===== config.mk =====
export PLATFORM = sky130hd
export DESIGN_NAME = timer_access_decoder
export DESIGN_NICKNAME = d
export VERILOG_FILES = /design/src/rtl/timer_dec_pkg.sv /design/src/rtl/timer_dec_ctrl.sv /design/src/rtl/timer_dec_dpath.sv /design/src/rtl/timer_access_decoder.sv
export SDC_FILE = /design/constraint.sdc
export NUM_CORES = 1
export LEC_CHECK = 0
export BUFFER_PORTS_ARGS = -buffer_cell sky130_fd_sc_hd__buf_2
export CAP_MARGIN = 10
export CORE_MARGIN = 2
export CORE_UTILIZATION = 50
export DETAILED_ROUTE_END_ITERATION = 8
export GPL_TIMING_DRIVEN = 0
export PLACE_DENSITY = 0.86
export SYNTH_ARGS = -nofsm -noshare
export SYNTH_HDL_FRONTEND = slang
export SYNTH_HIERARCHICAL = 1
export SYNTH_SLANG_ARGS = --single-unit

===== constraint.sdc =====
create_clock -name clk -period 8.95 [get_ports clk]
set_input_delay 0 -clock clk [delete_from_list [all_inputs] [get_ports clk]]
set_output_delay 0 -clock clk [all_outputs]
set_load 0.02 [all_outputs]

===== src/rtl/timer_dec_pkg.sv =====
package timer_dec_pkg;

  typedef enum logic [1:0] {
    KIND_CTL  = 2'd0,
    KIND_TVAL = 2'd1,
    KIND_CVAL = 2'd2,
    KIND_CNT  = 2'd3
  } kind_e;

  typedef enum logic [3:0] {
    TGT_NONE, TGT_FREQ, TGT_KCTL,
    TGT_PCTL, TGT_PTVAL, TGT_VCTL, TGT_VTVAL,
    TGT_PCNT, TGT_VCNT, TGT_PCVAL, TGT_VCVAL
  } target_e;

  // strobes from control to datapath
  typedef struct packed {
    logic req;
    logic grant;
    logic wr;
    logic selFreq;
    logic selKctl;
    logic selPhys;
    logic selVirt;
    logic selCnt;
  } stb_t;

  // kernel-control gate bits handed from datapath to control
  typedef struct packed {
    logic physTmr;
    logic virtTmr;
    logic physCnt;
    logic virtCnt;
  } gate_t;

endpackage


===== src/rtl/timer_dec_ctrl.sv =====
module timer_dec_ctrl
  import timer_dec_pkg::*;
#(
  parameter int SEL_W  = 4,
  parameter int OPC2_W = 3
) (
  input  logic              clk,
  input  logic              rstN,
  input  logic              reqValid,
  input  logic              reqWrite,
  input  logic              reqWide,
  input  logic [SEL_W-1:0]  selCrm,
  input  logic [SEL_W-1:0]  selOpc1,
  input  logic [OPC2_W-1:0] selOpc2,
  input  logic              privLevel,
  input  gate_t             gates,
  output stb_t              stb,
  output logic              cntVirt,
  output kind_e             kind
);

  target_e tgt;
  logic    allowed;

  always_comb begin
    tgt = TGT_NONE;
    if (reqWide) begin
      case (selOpc1)
        SEL_W'(0): tgt = TGT_PCNT;
        SEL_W'(1): tgt = TGT_VCNT;
        SEL_W'(2): tgt = TGT_PCVAL;
        SEL_W'(3): tgt = TGT_VCVAL;
        default:   tgt = TGT_NONE;
      endcase
    end else if (selOpc1 == '0) begin
      case (selCrm)
        SEL_W'(0): if (selOpc2 == '0) tgt = TGT_FREQ;
        SEL_W'(1): if (selOpc2 == '0) tgt = TGT_KCTL;
        SEL_W'(2): begin
          if (selOpc2 == OPC2_W'(1)) tgt = TGT_PCTL;
          else if (selOpc2 == '0)    tgt = TGT_PTVAL;
        end
        SEL_W'(3): begin
          if (selOpc2 == OPC2_W'(1)) tgt = TGT_VCTL;
          else if (selOpc2 == '0)    tgt = TGT_VTVAL;
        end
        default: tgt = TGT_NONE;
      endcase
    end
  end

  always_comb begin
    case (tgt)
      TGT_FREQ:  allowed = privLevel || (!reqWrite && (gates.physCnt || gates.virtCnt));
      TGT_KCTL:  allowed = privLevel;
      TGT_PCTL, TGT_PTVAL, TGT_PCVAL:
                 allowed = privLevel || (!reqWrite && gates.physTmr);
      TGT_VCTL, TGT_VTVAL, TGT_VCVAL:
                 allowed = privLevel || (!reqWrite && gates.virtTmr);
      TGT_PCNT:  allowed = !reqWrite && (privLevel || gates.physCnt);
      TGT_VCNT:  allowed = !reqWrite && (privLevel || gates.virtCnt);
      default:   allowed = 1'b0;
    endcase
  end

  logic ok;
  assign ok = reqValid && allowed;

  always_comb begin
    stb.req     = reqValid;
    stb.grant   = ok;
    stb.wr      = reqWrite;
    stb.selFreq = ok && (tgt == TGT_FREQ);
    stb.selKctl = ok && (tgt == TGT_KCTL);
    stb.selPhys = ok && (tgt inside {TGT_PCTL, TGT_PTVAL, TGT_PCVAL});
    stb.selVirt = ok && (tgt inside {TGT_VCTL, TGT_VTVAL, TGT_VCVAL});
    stb.selCnt  = ok && (tgt inside {TGT_PCNT, TGT_VCNT});
    cntVirt     = (tgt == TGT_VCNT);
    case (tgt)
      TGT_PTVAL, TGT_VTVAL: kind = KIND_TVAL;
      TGT_PCVAL, TGT_VCVAL: kind = KIND_CVAL;
      TGT_PCNT, TGT_VCNT:   kind = KIND_CNT;
      default:              kind = KIND_CTL;
    endcase
  end

  // unprivileged writes never granted
  assert_no_user_write_R7: assert property (@(posedge clk) disable iff (!rstN)
    (reqValid && reqWrite && !privLevel) |-> !stb.grant);

  // counter strobe at privilege 0 needs its gate bit
  assert_cnt_gate_R3: assert property (@(posedge clk) disable iff (!rstN)
    (stb.selCnt && !privLevel) |-> (cntVirt ? gates.virtCnt : gates.physCnt));

  // channel strobes at privilege 0 need their gate bits
  assert_chan_gate_R4: assert property (@(posedge clk) disable iff (!rstN)
    (!privLevel && (stb.selPhys || stb.selVirt)) |->
      (stb.selPhys ? gates.physTmr : gates.virtTmr));

  // at most one target selected
  assert_one_target_R9: assert property (@(posedge clk) disable iff (!rstN)
    $onehot0({stb.selFreq, stb.selKctl, stb.selPhys, stb.selVirt, stb.selCnt}));

endmodule


===== src/rtl/timer_dec_dpath.sv =====
module timer_dec_dpath
  import timer_dec_pkg::*;
#(
  parameter int DATA_W      = 64,
  parameter int REG_W       = 32,
  parameter int FREQ_RESET  = 62500000,
  parameter int PCT_BIT     = 0,
  parameter int VCT_BIT     = 1,
  parameter int VTMR_BIT    = 8,
  parameter int PTMR_BIT    = 9
) (
  input  logic              clk,
  input  logic              rstN,
  input  stb_t              stb,
  input  logic [REG_W-1:0]  wrLow,
  input  logic [DATA_W-1:0] extRdData,
  output gate_t             gates,
  output logic              rspValid,
  output logic              rspUndef,
  output logic [DATA_W-1:0] rspData
);

  localparam int PAD_W = DATA_W - REG_W;
  localparam logic [REG_W-1:0] FREQ_INIT = REG_W'(FREQ_RESET);

  logic [REG_W-1:0]  freqQ;
  logic [REG_W-1:0]  kctlQ;
  logic [DATA_W-1:0] rdMux;

  assign gates.physTmr = kctlQ[PTMR_BIT];
  assign gates.virtTmr = kctlQ[VTMR_BIT];
  assign gates.physCnt = kctlQ[PCT_BIT];
  assign gates.virtCnt = kctlQ[VCT_BIT];

  always_comb begin
    rdMux = '0;
    if (stb.wr)                                     rdMux = '0;
    else if (stb.selFreq)                           rdMux = {{PAD_W{1'b0}}, freqQ};
    else if (stb.selKctl)                           rdMux = {{PAD_W{1'b0}}, kctlQ};
    else if (stb.selPhys || stb.selVirt || stb.selCnt) rdMux = extRdData;
  end

  always_ff @(posedge clk) begin
    if (!rstN) begin
      freqQ    <= FREQ_INIT;
      kctlQ    <= '0;
      rspValid <= 1'b0;
      rspUndef <= 1'b0;
      rspData  <= '0;
    end else begin
      rspValid <= stb.req;
      rspUndef <= stb.req && !stb.grant;
      rspData  <= stb.req ? rdMux : '0;
      if (stb.wr && stb.selFreq) freqQ <= wrLow;
      if (stb.wr && stb.selKctl) kctlQ <= wrLow;
    end
  end

  // response exactly one cycle after each request
  assert_rsp_follows_R10: assert property (@(posedge clk) disable iff (!rstN)
    stb.req |=> rspValid);
  assert_rsp_idle_R10: assert property (@(posedge clk) disable iff (!rstN)
    !stb.req |=> !rspValid);

  // undefined responses carry no data
  assert_undef_zero_R9: assert property (@(posedge clk) disable iff (!rstN)
    rspUndef |-> (rspValid && rspData == '0));

  // kernel-control changes only on a granted write to it
  assert_kctl_hold_R6: assert property (@(posedge clk) disable iff (!rstN)
    !(stb.wr && stb.selKctl) |=> $stable(kctlQ));

  // frequency changes only on a granted write to it
  assert_freq_hold_R8: assert property (@(posedge clk) disable iff (!rstN)
    !(stb.wr && stb.selFreq) |=> $stable(freqQ));

endmodule


===== src/rtl/timer_access_decoder.sv =====
module timer_access_decoder
  import timer_dec_pkg::*;
#(
  parameter int DATA_W     = 64,
  parameter int REG_W      = 32,
  parameter int SEL_W      = 4,
  parameter int OPC2_W     = 3,
  parameter int FREQ_RESET = 62500000
) (
  input  logic              clk,
  input  logic              rstN,
  input  logic              reqValid,
  input  logic              reqWrite,
  input  logic              reqWide,
  input  logic [SEL_W-1:0]  selCrm,
  input  logic [SEL_W-1:0]  selOpc1,
  input  logic [OPC2_W-1:0] selOpc2,
  input  logic              privLevel,
  input  logic [DATA_W-1:0] wrData,
  input  logic [DATA_W-1:0] extRdData,
  output logic              physStb,
  output logic              virtStb,
  output logic              cntStb,
  output logic              cntVirt,
  output logic [1:0]        regKind,
  output logic              extWrite,
  output logic [DATA_W-1:0] extWrData,
  output logic              rspValid,
  output logic              rspUndef,
  output logic [DATA_W-1:0] rspData
);

  stb_t  stb;
  gate_t gates;
  kind_e kind;

  timer_dec_ctrl #(.SEL_W(SEL_W), .OPC2_W(OPC2_W)) uCtrl (
    .clk(clk), .rstN(rstN), .reqValid(reqValid), .reqWrite(reqWrite),
    .reqWide(reqWide), .selCrm(selCrm), .selOpc1(selOpc1), .selOpc2(selOpc2),
    .privLevel(privLevel), .gates(gates), .stb(stb), .cntVirt(cntVirt),
    .kind(kind)
  );

  timer_dec_dpath #(.DATA_W(DATA_W), .REG_W(REG_W), .FREQ_RESET(FREQ_RESET)) uDpath (
    .clk(clk), .rstN(rstN), .stb(stb), .wrLow(wrData[REG_W-1:0]),
    .extRdData(extRdData), .gates(gates), .rspValid(rspValid),
    .rspUndef(rspUndef), .rspData(rspData)
  );

  assign physStb   = stb.selPhys;
  assign virtStb   = stb.selVirt;
  assign cntStb    = stb.selCnt;
  assign regKind   = kind;
  assign extWrite  = stb.wr && (stb.selPhys || stb.selVirt);
  assign extWrData = wrData;

endmodule


# Word level (Yosys, flattened, before mapping)
# Index checks and enable logic that the tools add are counted.
[word_totals] reg_bits=130 elab_cells=79
[op_classes] eq_ne=17 muxes=15 bitwise=3 n_reduce_logical=38
[ops] op="$mux W32" count=3
[ops] op="$pmux W4 S4" count=2
[ops] op="$eq A4 B2 Y1 const B" count=6
[ops] op="$eq A4 B3 Y1 const B" count=4
[ops] op="$mux W4" count=4
[ops] op="$logic_and A1 B1 Y1" count=15
[ops] op="$eq A4 B1 Y1 const B" count=3
[ops] op="$eq A4 B4 Y1 const B" count=3
[ops] op="$reduce_or A3 Y1" count=3
[ops] op="$logic_not A4 Y1" count=2
[ops] op="$logic_or A1 B1 Y1" count=8
[ops] op="$mux W3" count=2
[ops] op="$pmux W1 S6" count=1
[ops] op="$pmux W2 S3" count=1
[ops] op="$reduce_bool A3 Y1" count=2
[ops] op="$reduce_or A2 Y1" count=3
[ops] op="$reduce_or A6 Y1" count=1
[ops] op="$eq A3 B1 Y1 const B" count=1
[ops] op="$logic_not A3 Y1" count=1
[ops] op="$not A1 Y1" count=3
[ops] op="$logic_not A1 Y1" count=2
[ops] op="$mux W2" count=1
[ops] op="$reduce_bool A2 Y1" count=1
[ops] op="$mux W1" count=1

# Longest topological paths before layout
[depth] depth_word=16 mapped_depth=13 depth_no_buf=10

# Cells and area by module
# The synthesis kept the hierarchy.
[modules_own_cells] mod="timer_dec_dpath" n_inst=1 cells_per_inst=526 area_per_inst_um2=4837.1 seq_area_each_um2=2602.5
[modules_own_cells] mod="timer_access_decoder" n_inst=1 cells_per_inst=65 area_per_inst_um2=488.0 seq_area_each_um2=0.0
[modules_own_cells] mod="timer_dec_ctrl" n_inst=1 cells_per_inst=65 area_per_inst_um2=466.7 seq_area_each_um2=0.0

# Worst setup path before layout
# No wires, ideal clock.
[synth_timing] path_type="input port to flip-flop" start="in selOpc1[3]" end="reg uDpath.rspData[30]" setup_time_ns=0.095 arrival_time_ns=3.080 slack_ns=5.775 cell_stages=12 n_path_buf=3 path_cell_list="or3b_1 > buf_6 > or2_4 > a211oi_2 > o2bb2ai_2 > nor4_4 > a2111oi_1 > or3_1 > buf_2 > clkbuf_1 > nand3b_1 > a221oi_1"
[synth_between] word_cells_on_any_way=34 cone_classes="eq/ne (13); mux (7); reduce/logical (14)"
[synth_rtl] item="from (decl)" line_no="timer_access_decoder.sv:16" source="input logic [SEL_W-1:0] selOpc1,"
[synth_rtl] item="$eq A4 B2 Y1 (tied with other cells)" line_no="timer_dec_ctrl.sv:28" source="case (selOpc1)"
[synth_rtl] item="$pmux W4 S4 or $mux W4 (tied branches)" line_no="timer_dec_ctrl.sv:28, timer_dec_ctrl.sv:35"
[synth_rtl] item="$mux W4 *" line_no="timer_dec_ctrl.sv:27" source="if (reqWide) begin"
[synth_rtl] item="$eq A4 B4 Y1 (tied with other cells)" line_no="timer_dec_ctrl.sv:53" source="case (tgt)"
[synth_rtl] item="$reduce_or A3 Y1" line_no="timer_dec_ctrl.sv:53"
[synth_rtl] item="$pmux W1 S6" line_no="timer_dec_ctrl.sv:53"
[synth_rtl] item="$logic_and A1 B1 Y1" line_no="timer_dec_ctrl.sv:67" source="assign ok = reqValid && allowed;"
[synth_rtl] item="$logic_and A1 B1 Y1 *" line_no="timer_dec_ctrl.sv:77" source="stb.selCnt = ok && (tgt inside {TGT_PCNT, TGT_VCNT});"
[synth_rtl] item="net cntStb" line_no="timer_access_decoder.sv:23" source="output logic cntStb,"
[synth_rtl] item="$logic_or A1 B1 Y1 *" line_no="timer_dec_dpath.sv:40" source="else if (stb.selPhys || stb.selVirt || stb.selCnt) rdMux = extRdData;"
[synth_rtl] item="$mux W32 *" line_no="timer_dec_dpath.sv:40"
[synth_rtl] item="$mux W32 *" line_no="timer_dec_dpath.sv:39" source="else if (stb.selKctl) rdMux = {{PAD_W{1'b0}}, kctlQ};"
[synth_rtl] item="$mux W32 *" line_no="timer_dec_dpath.sv:38" source="else if (stb.selFreq) rdMux = {{PAD_W{1'b0}}, freqQ};"
[synth_rtl] item="to (signal assigned)" line_no="timer_dec_dpath.sv:53" source="rspData <= stb.req ? rdMux : '0;"
[synth_rtl] item="to (decl)" line_no="timer_dec_dpath.sv:20" source="output logic [DATA_W-1:0] rspData"
# The timed path passes the listed nets; every way through them passes the cells marked *.
# A chain may end at the register's enable or synchronous reset.

==> impl.org <==
** Synth
- Number of warnings printed during yosys synthesis :: 6
- Average size of a mapped cell :: 8.83 µm²
- Among all flip-flop cells after synthesis, the most frequent one is sky130_fd_sc_hd__dfxtp_1.
- In the synthesized netlist, the number of instances is 656.
- After synthesis, the share of flip-flops with an asynchronous set or reset is 0%.
- Counting flops and latches in the post-synthesis netlist gives 130.
- Post-Synthesis Cell Area :: 5790 µm²
- Post-synth cell types :: 46
- When the netlist entered floorplanning its net count stood at 801.
- Yosys mapped a number of flops with a built-in enable equal to 0.
- Proportion of synthesized chip area in sequential cells :: 44.9%

** Critical path
- Crit path required time :: 9.21 ns
- The worst setup path is captured at a flop.
- On the worst path, the slowest cell contributes a delay of 0.88 ns.
- The cell that appears most often on the critical path is sky130_fd_sc_hd__buf_2.
- In this run the worst path has a maximum fanout of 10.
- Cell with the largest stage delay on the worst path :: sky130_fd_sc_hd__a2111oi_1
- CP arrival :: 3.56 ns
- The kind of cell with the highest combined delay along the critical path is compound AO/OA/AOI/OAI gates.
- Type of element launching the critical path :: input pin
- The signal on the critical path passes through buf_2, nor4_4, nand2_1, nor4b_1, o21ai_0, a2111oi_1, buf_2, clkbuf_1, nand3b_1, a221oi_1.
- Count of buffering cells on the critical path with inverters included :: 3
- WS Path Type :: in2reg

** Global route
- For this run, global-route usage on met3 was measured as 6.48%.
- The first global-routing pass estimated 31,500 µm of wire.
- After global routing, the most crowded layer is met2.
- The number of global-route vias before repair was 6,168.
- The initial antenna violation count was 1.
- Total GRT Usage :: 31.6%
- Global-route track usage on met2 :: 56.1%
- Global-route met1 utilization :: 36.0%
- Total grt overflow :: 0
- Entering global routing, the biggest net connects 17 pins.

** Floorplanning
- The total area inside the core boundary comes to 11,400 µm².
- Overall die area :: 12,500 µm²
- In this run the core area contains 39 standard-cell rows.
- For this configuration, the core starts out at a cell density of 50.9%.
- In this run the horizontal extent of the chip is 112 µm.
- Count of boundary I/O pins :: 282
- Die H :: 112 µm

** Detailed routing
- Remaining antenna violation count :: 0
- After detailed routing, the number of remaining DRC violations is 0.
- Drt first pass iters :: 5
- Dividing the detail-routed via count by the number of cells gives 5.26.
- Iteration-0 DRC count of the detailed router :: 548
- Across all layers, the routed design uses 6,197 vias.
- Average detailed-routed wire length per instance :: 17.2 µm
- For this block, the routed nets add up to 20,300 µm of wire.

** Pwr
- Switching share of power :: 24.6%
- In this run the static leakage power is 3.95 nW.
- Cell area power density :: 164 nW/µm²
- Pint :: 0.00109 W
- The share of total power dissipated in sequential elements is 40.1%.
- In this run the power spent charging and discharging nets is 0.000356 W.
- Comb power frac :: 10.6%
- In this run, the clock network consumes 49.3% of the power.
- Maximum ir drop on the vdd rail :: 0.131 mV

** Worst hold path
- The tightest min-delay check is of the in2reg type.

** Final layout
- From synthesis to final layout, the design area changed by 52.1%.
- Leaving out fill and tap cells, the most frequent cell in the layout is sky130_fd_sc_hd__buf_2.
- Fraction of layout instances using a drive strength above 1 :: 37.5%
- The top cell types in the final layout, fill and taps aside, are sky130_fd_sc_hd__buf_2 (266), sky130_fd_sc_hd__dfxtp_1 (130), sky130_fd_sc_hd__nand2_1 (124), sky130_fd_sc_hd__dlygate4sd3_1 (98), sky130_fd_sc_hd__buf_4 (71).
- For this run, the post-layout net count is 1,167.
- Measured on the finished design, the core utilization comes to 77.5%.

** Clock tree
- Post-CTS timing repair inserted 0 buffers for setup.
- Clock-pin slew was measured on the worst setup and hold paths at 0.07 ns.
- Number of cells upsized or downsized after cts :: 0
- Buffers inserted to repair hold after CTS numbered 98.
- The number of clock buffers added by TritonCTS is 17.
- No sink is reached through more buffers than the 2 on the longest clock path.
- CTS H-tree lvls :: 4
- At the later pin of the worst-skew pair, clock insertion delay measures 0.41 ns.
- TritonCTS built the clock tree.
- For this design, the sink count on the clock tree is 130.
- The tree is rooted in a sky130_fd_sc_hd__clkbuf_16.

** STA
- Slew headroom :: 38.1%
- Number of hold violations in the final report :: 0
- For the pin with the worst max-slew slack, the measured transition is 0.926 ns.
- Worst-case clock skew :: 0.00790 ns
- The count of pins over their slew limit was 0.
- Setup tns final :: 0 ns
- Timing would allow up to 304 MHz.
- Fin crit share :: 36.8%
- Final setup violating endpoints :: 0
- Post-layout min period :: 3.29 ns
- Setup repair after global routing left no endpoint under its margin.

** Place
- Routability-driven placement finished with a final weighted congestion of 0.847.
- Placed wire-length estimate :: 12,000 µm
- Input and output buffers added on the ports amount to 249.

** Status
- The run finished with clean final reports.

** Flow run
- Number of max-cap violations :: 0
metal layers:
layer,part of all wire [%],up-vias
met4,3.9,0
met1,38,2853
met2,50,394
li1,-,2877
met5,0,-
met3,7.5,73
power by group through the flow:
stage | registers, W | logic (W) | clock network (W)
2_1_floorplan | 0.000593 | 0.0000610 | 0
3_3_place_gp | 0.000592 | 0.000114 | 0
3_5_place_dp | 0.000592 | 0.000114 | 0
4_1_cts | 0.000579 | 0.000148 | 0.000715
5_1_grt | 0.000579 | 0.000162 | 0.000744
6_report | 0.000579 | 0.000153 | 0.000713
logic make-up (layout without fill, tap and decap cells):
logic type	Yosys count	in the layout	synth area share (%)
and+or+nand+nor	221	221	20.4
buffers and inverters	152	531	15.3
AOI/OAI and AO/OA	151	151	19.0
DFF	130	130	44.9
xor gates and xnor gates	2	2	0.302
other	0	1	0
cells in the mapped netlist, types with 2 or more instances:
master / count / area, µm²
sky130_fd_sc_hd__a21boi_0: 42 / 315
sky130_fd_sc_hd__a21oi_1: 38 / 190
sky130_fd_sc_hd__buf_4: 71 / 533
sky130_fd_sc_hd__a21boi_1: 9 / 67.6
sky130_fd_sc_hd__buf_6: 4 / 45.0
sky130_fd_sc_hd__nor2b_1: 3 / 18.8
sky130_fd_sc_hd__buf_2: 17 / 85.1
sky130_fd_sc_hd__o21ai_0: 2 / 10.0
sky130_fd_sc_hd__a221oi_1: 32 / 280
sky130_fd_sc_hd__nand3b_1: 32 / 240
sky130_fd_sc_hd__a211oi_1: 3 / 22.5
sky130_fd_sc_hd__a2111oi_1: 2 / 20.0
sky130_fd_sc_hd__clkbuf_1: 24 / 90.1
sky130_fd_sc_hd__and2_1: 36 / 225
sky130_fd_sc_hd__nor3_1: 3 / 15.0
sky130_fd_sc_hd__dfxtp_1: 130 / 2600
sky130_fd_sc_hd__inv_1: 35 / 131
sky130_fd_sc_hd__nor2_1: 7 / 26.3
sky130_fd_sc_hd__o211ai_1: 14 / 105
sky130_fd_sc_hd__nor4_4: 3 / 63.8
sky130_fd_sc_hd__nand2_1: 124 / 465
sequential cells by signal, indices dropped and copies added (netlist names):
| name | cells |
|---|---|
| uDpath/kctlQ | 32 |
| uDpath/rspUndef | 1 |
| uDpath/freqQ | 32 |
| uDpath/rspValid | 1 |
| uDpath/rspData | 64 |
layout make-up:
class | count | area [µm²]
antenna | 1 | 2.50
buffer | 116 | 753
clock buffer | 18 | 439
clock inverter | 14 | 168
fill | 752 | 2560
inverter | 36 | 135
multi-input combinational | 374 | 2300
sequential | 130 | 2600
tap | 143 | 179
timing repair buffer | 347 | 2230
worst reg2reg max path, stage by stage, from the launching register on:
cell and delay [ns]:
sky130_fd_sc_hd__dfxtp_1 0.38, sky130_fd_sc_hd__buf_4 0.13, sky130_fd_sc_hd__nand2_1 0.04, sky130_fd_sc_hd__a2bb2oi_1 0.16
sky130_fd_sc_hd__nor3_2 0.21, sky130_fd_sc_hd__nor4_4 0.10, sky130_fd_sc_hd__a2111oi_1 0.87, sky130_fd_sc_hd__buf_2 0.36
sky130_fd_sc_hd__clkbuf_1 0.43, sky130_fd_sc_hd__nand3b_1 0.20, sky130_fd_sc_hd__a221oi_1 0.11
stage by stage:
| stage | hold WS, ns | instance area, µm² | total power [W] | instances | worst slack (ns) |
|---|---|---|---|---|---|
| floorplan | 0.0887 | 5790 | 0.000654 | 656 | 5.78 |
| global placement | 0.200 | 7220 | 0.000706 | 1048 | 5.45 |
| detailed placement | 0.203 | 7220 | 0.000707 | 1048 | 5.42 |
| CTS | 0.135 | 8800 | 0.00144 | 1178 | 5.85 |
| global route | 0.159 | 8810 | 0.00149 | 1179 | 5.40 |
| finish | 0.143 | 8810 | 0.00145 | 1179 | 5.66 |
path summary, 6_finish.rpt:
kind	slack (ns)	end	startpoint	cells past startpoint
max	5.66	uDpath/rspData[16]$_SDFF_PP0_	selOpc1[1]	10
min	0.14	uDpath/rspData[31]$_SDFF_PP0_	reqWrite	4
max reg2reg	5.80	uDpath/rspData[16]$_SDFF_PP0_	uDpath/kctlQ[8]$_SDFFE_PN0P_	10
min reg2reg	0.46	uDpath/kctlQ[10]$_SDFFE_PN0P_	uDpath/kctlQ[10]$_SDFFE_PN0P_	2
No activity file was read; power rests on OpenSTA's default activity.
